[config.mk]
export PLATFORM = sky130hd
export DESIGN_NAME = fma_special_resolver
export DESIGN_NICKNAME = d
export VERILOG_FILES = /design/src/rtl/fma_special_resolver.sv
export SDC_FILE = /design/constraint.sdc
export NUM_CORES = 1
export LEC_CHECK = 0
export ABC_AREA = 1
export BUFFER_PORTS_ARGS = -buffer_cell sky130_fd_sc_hd__buf_2
export CAP_MARGIN = 0
export CELL_PAD_IN_SITES_DETAIL_PLACEMENT = 0
export CELL_PAD_IN_SITES_GLOBAL_PLACEMENT = 1
export CORE_MARGIN = 5
export CORE_UTILIZATION = 28
export DETAILED_ROUTE_END_ITERATION = 7
export PLACE_DENSITY_LB_ADDON = 0.05
export SETUP_SLACK_MARGIN = 0.02
export SLEW_MARGIN = 20
export SYNTH_ARGS = -nofsm -noshare
export SYNTH_HDL_FRONTEND = slang
export SYNTH_SLANG_ARGS = --single-unit
export TNS_END_PERCENT = 5
[constraint.sdc]
create_clock -name vclk -period 2.2
set_input_delay 0.44 -clock vclk [all_inputs]
set_output_delay 0.44 -clock vclk [all_outputs]
set_load 0.005 [all_outputs]
[src/rtl/fma_special_resolver.sv]
`timescale 1ns/1ps
module fma_special_resolver #(
  parameter int EXP_W = 8,
  parameter int FRAC_W = 23,
  parameter logic [EXP_W+FRAC_W:0] DEFAULT_NAN = 32'h7FC0_0000
) (
  input  logic [EXP_W+FRAC_W:0] op_z,
  input  logic [EXP_W+FRAC_W:0] op_x,
  input  logic [EXP_W+FRAC_W:0] op_y,
  input  logic                  neg_prod,
  input  logic [1:0]            rnd_mode,
  output logic [EXP_W+FRAC_W:0] res,
  output logic                  invalid,
  output logic                  special,
  output logic                  compute
);
  localparam int W = 1 + EXP_W + FRAC_W;
  localparam int NOPS = 3;
  localparam logic [1:0] RM_TO_NEG = 2'b11;

  logic [W-1:0] opnd [NOPS];
  logic [NOPS-1:0] is_snan, is_qnan, is_inf, is_zero;

  assign opnd[0] = op_z;
  assign opnd[1] = op_x;
  assign opnd[2] = op_y;

  for (genvar i = 0; i < NOPS; i++) begin : g_cls
    logic exp_max, exp_min, frac_nz;
    assign exp_max    = &opnd[i][W-2 -: EXP_W];
    assign exp_min    = ~|opnd[i][W-2 -: EXP_W];
    assign frac_nz    = |opnd[i][FRAC_W-1:0];
    assign is_snan[i] = exp_max & frac_nz & ~opnd[i][FRAC_W-1];
    assign is_qnan[i] = exp_max & frac_nz & opnd[i][FRAC_W-1];
    assign is_inf[i]  = exp_max & ~frac_nz;
    assign is_zero[i] = exp_min & ~frac_nz;
  end

  logic p_sign, z_sign, prod_inf, prod_zero, inf_by_zero;
  assign p_sign      = op_x[W-1] ^ op_y[W-1] ^ neg_prod;
  assign z_sign      = op_z[W-1];
  assign prod_inf    = is_inf[1] | is_inf[2];
  assign prod_zero   = is_zero[1] | is_zero[2];
  assign inf_by_zero = (is_inf[1] & is_zero[2]) | (is_zero[1] & is_inf[2]);

  always_comb begin
    res     = '0;
    invalid = 1'b0;
    special = 1'b1;
    if (|is_snan) begin
      invalid = 1'b1;
      res = is_snan[0] ? op_z : (is_snan[1] ? op_x : op_y);
      res[FRAC_W-1] = 1'b1;
    end else if (|is_qnan) begin
      res = is_qnan[0] ? op_z : (is_qnan[1] ? op_x : op_y);
    end else if (inf_by_zero) begin
      invalid = 1'b1;
      res = DEFAULT_NAN;
    end else if (prod_inf) begin
      if (is_inf[0] && (z_sign != p_sign)) begin
        invalid = 1'b1;
        res = DEFAULT_NAN;
      end else begin
        res = {p_sign, {EXP_W{1'b1}}, {FRAC_W{1'b0}}};
      end
    end else if (prod_zero) begin
      if (is_zero[0] && (z_sign != p_sign))
        res = {rnd_mode == RM_TO_NEG, {(W-1){1'b0}}};
      else
        res = op_z;
    end else if (is_inf[0]) begin
      res = op_z;
    end else begin
      special = 1'b0;
    end
  end

  assign compute = ~special;

  logic out_is_nan;
  assign out_is_nan = (&res[W-2 -: EXP_W]) & res[FRAC_W-1];

  always_comb begin
    AST_ONE_OUTCOME: assert (special ^ compute);
    if (invalid) AST_INVALID_WITH_SPECIAL: assert (special);
    if (compute) AST_COMPUTE_CLEAN: assert (res == '0 && !invalid);
    if (|is_snan) AST_SNAN_RAISES: assert (invalid && out_is_nan);
    if (~|is_snan && is_qnan[0]) AST_QNAN_Z_FIRST: assert (res == op_z && !invalid);
    if (~|is_snan && ~|is_qnan && inf_by_zero) AST_INF_TIMES_ZERO: assert (res == DEFAULT_NAN && invalid);
    if (~|is_snan && ~|is_qnan && ~prod_inf && ~prod_zero && is_inf[0]) AST_Z_INF_WINS: assert (res == op_z && special);
  end
endmodule

Word level (Yosys, flattened, before mapping)
Cells that the tools add are included.
Word-level totals
  input bits: 99
  word-level logic and storage cells: 70
  output and inout port bits: 35
  flip-flop bits (word level): 0
Operators by class
  bitwise logic cells: 29
  reduce and logical (&&, ||, !) cells: 16
  eq/ne operators: 2
  mux-type cells: 23
Operators by type and width (count)
  32-bit 2-to-1 mux: 12
  23-bit OR reduction: 3
  8-bit AND reduction: 3
  8-bit OR reduction: 3
  1-bit bitwise AND: 17
  1-bit 2-to-1 mux: 11
  1-bit inverter: 7
  3-bit OR reduction: 2
  1-bit logical NOT: 3
  1-bit OR: 3
  2-bit equality test (second input constant): 1
  1-bit logical AND: 2
  1-bit XOR: 2
  1-bit inequality test: 1

Logic depth before layout (Yosys ltp)
  depth in word-level cells: 10
  depth in mapped cells: 16

Least setup slack after synthesis
No wires, ideal clock.
  kind: input-to-output
  start point: input op_x[14]
  end point: output res[11]
  setup slack: 0.185 ns
  path buffers: 1
  arrival: 1.575 ns
  data required time: 1.760 ns
  stages on the path: 12
  cell sequence: nor2_1 -> nand2_1 -> nor2_1 -> nand4_1 -> nand3_2 -> nand3_4 -> nor2_4 -> buf_6 -> nand2_1 -> nand2_1 -> nand2_1 -> nand2_1
On the way
  word-level cells in the longest chain between the ends: 9
  elaborated cells on any way between the ends: 23
  classes of those cells: mux: 9; bitwise: 11; reduce/logical: 3
Ends and longest elaborated chain
  from (decl): RTL line 8  | input logic [EXP_W+FRAC_W:0] op_x,
  23-bit OR reduction (*): RTL line 32  | assign frac_nz = |opnd[i][FRAC_W-1:0];
  1-bit inverter: RTL line 35, 36
  1-bit bitwise AND: RTL line 36  | assign is_zero[i] = exp_min & ~frac_nz;
  1-bit OR: RTL line 43  | assign prod_zero = is_zero[1] | is_zero[2];
  32-bit 2-to-1 mux: RTL line 66  | end else if (prod_zero) begin
  32-bit 2-to-1 mux: RTL line 59  | end else if (prod_inf) begin
  32-bit 2-to-1 mux: RTL line 56  | end else if (inf_by_zero) begin
  32-bit 2-to-1 mux: RTL line 54  | end else if (|is_qnan) begin
  32-bit 2-to-1 mux (*): RTL line 50  | if (|is_snan) begin
  to (decl): RTL line 12  | output logic [EXP_W+FRAC_W:0] res,
Mark *: on every way between the ends. The rest lies on a longest branch, timed or not.

Final worst setup path
  start point: input op_x[3]
  end point: output res[14]
The elaborated chain is that of the path after synthesis.

==> summary.txt <==
Floorplanning
  • Initial Util: 0.284
  • Ports: 134
  • Die width: 101 um
  • Core Area: 0.00813 mm^2
  • Die Y: 101 um
  • Row count: 33
  • Die footprint: 0.0102 mm^2

Global routing
  • Pin count of the biggest net entering global routing: 27
  • Vias in the first global route: 3,727
  • First-pass GRT wire length: 17,200 um
  • Initial antenna violation count: 0
  • Gr usage total: 0.202
  • Total congestion overflow: 0

Detailed routing
  • Number of DRC markers in iteration 0: 160
  • Final wirelength: 11,100 um
  • Highest metal layer with signal wires: met4
  • Routed wl met2: 5150 um
  • Post-route antenna net violation count: 0
  • Wirelength per Cell: 13.5 um
  • Total number of vias: 3,991
  • DRT met1 WL: 5110 um
  • DRC: 0
  • First-pass DRT Iterations: 4
  • Via density per instance: 4.87
  • Met3 WL: 660 um

Cells and area
  • Sequential cell area: 0 um^2
  • Multi-input logic area: 0.00224 mm^2
  • Commonest non-fill, non-tap cell in the layout: nand2_1
  • Layout overhead on the synthesized area: 82.7%
  • Layout fillers: 885
  • Final Cell Area: 0.00423 mm^2
  • Layout cell share with drive strength beyond 1: 0.464
  • FFs & Latches: 0
  • CLK BUF: 0
  • Commonest non-fill, non-tap cells in the layout: 178 x nand2_1, 128 x buf_2, 110 x buf_4
  • Antenna cells: 0
  • Final net count: 816

Worst setup path
  • Critical Path Sink: res[14]
  • WS Path Type: primary input to output pin
  • CP max FO: 7
  • Worst setup EP type: output pin
  • Critical Path Source: op_x[3]
  • Worst path arrival time: 2060 ps
  • Data required time of the worst path: 1760 ps
  • Critical Path Source Type: primary input

Yosys
  • Post-synthesis sequential area ratio: 0
  • Net Count, Synth: 583
  • Synth Area in Adders: 0
  • Area share of the leading cell type in the synthesized netlist: 0.320
  • Synth Area in XOR/XNOR: 0
  • Compound-Gate Fraction of Synth Area: 0.246
  • Distinct cell type count after synthesis: 28
  • Cell taking the most area after synthesis: nand2_1
  • Synthesized area: 0.00231 mm^2
  • Syn Inst Count: 484
  • Largest family of logic cells by synthesized area: simple AND/OR/NAND/NOR gates
  • Simple-gate share of the synthesized area: 0.632
  • Mux share of post-synthesis cell area: 0
  • Synth Area per Inst: 4.78 um^2
  • Synth Warn #: 0
  • Area contributors post-synth: nand2_1 32%, o211ai_1 16%, nor2_1 11%

STA
  • Min Clock Period, post-route: 2500 ps
  • F_max: 0.400 GHz
  • Relative slew slack: 0.800
  • Final Worst Setup Slack: -299 ps
  • Fin. max-slew vios: 0
  • RSZ-0062 raised after global routing: yes
  • Final Hold Fails: 0
  • Fin crit share: 1.14
  • Worst Max-Slew Pin Slew: 299 ps
  • Final number of setup-violating endpoints: 35

Place
  • Worst slack, placed: -382 ps
  • Port Buffer Count: 134
  • Gp weighted congestion: 0.876
  • DP Area: 0.00387 mm^2
  • Dpl hpwl: 8690 um

Pwr
  • Tot Pwr: 0.389 mW
  • PD cells: 92.1 mW/mm^2
  • Worst VDD drop: 0.0466 mV
  • Static Leak: 2.35 nW

Run status
  • Run status: complete, but fails checks
  • Failing checks: negative setup slack

Worst hold path
  • Hold Path Stages: 4
  • Min-Delay Path Class: primary input to output pin

Flow run
  • Max cap viols: 0
[cells in the mapped netlist (all sizes together)]
master	n
inv	39
o21a	3
nor2	72
a21oi	14
o21ai	20
nand3b	4
nor3	1
nand2	201
nand4	12
o221ai	1
o211ai	49
buf	17
clkinv	1
clkbuf	6
nand3	44
[power breakdown]
| group | switching [mW] | total [mW] | internal (mW) |
|---|---|---|---|
| clock | 0 | 0 | 0 |
| sequential | 0 | 0 | 0 |
| combinational | 0.177 | 0.389 | 0.212 |
| total | 0.177 | 0.389 | 0.212 |
[worst min path at each step]
stage / startpoint / to / slack (ps)
after detailed placement: op_z[28] / res[28] / 1200
after floorplan: op_z[24] / res[24] / 980
after global placement: op_z[28] / res[28] / 1190
final: op_z[30] / res[30] / 1190
after global routing: op_z[30] / res[30] / 1220
after CTS: op_z[28] / res[28] / 1200
[area by class of cell]
class / count / share of cell area
Multi-Input combinational cell: 422 / 0.531
Timing Repair Buffer: 253 / 0.401
Inverter: 40 / 0.0370
Tap cell: 105 / 0.0311
[worst max-delay path: stages]
cell and delay [ps]:
buf_8 100, nor2_4 100, nand2_2 60, nor2_2 110
buf_6 120, nand4_1 170, nand3_2 160, nand3_4 100
nor2_4 190, clkbuf_16 200, nand2_1 50, nand2_1 50
nand2_1 40, nand2_1 50, buf_2 110
[cell families after synthesis]
kind of cell           count (synthesis)
AO/OA/AOI/OAI                         87
buffers and inverters                 63
AND/OR/NAND/NOR                      334
[repair_timing]
item	4_1_cts	5_1_grt
cloned	1	1
setup buffers	1	7
hold buffers	0	0
setup endpoints to repair	35	35
pin swaps	9	33
resized for setup	23	54
[metrics by stage]
stage	instances	hold WS (ps)	util	TNS [ps]
after floorplan	484	980	-	0
after global placement	810	1190	0.476	-10840
after detailed placement	810	1200	0.476	-11250
after CTS	812	1200	0.487	-6800
after global routing	820	1220	0.520	-11300
final	820	1190	0.520	-6960
[layer usage]
| layer | track usage | up-vias |
|---|---|---|
| met5 | 0 | - |
| met3 | 0.0221 | 12 |
| met4 | 0.0276 | 0 |
| met2 | 0.351 | 134 |
| li1 | - | 2081 |
| met1 | 0.274 | 1764 |
Power figures use the tool's default switching activity.
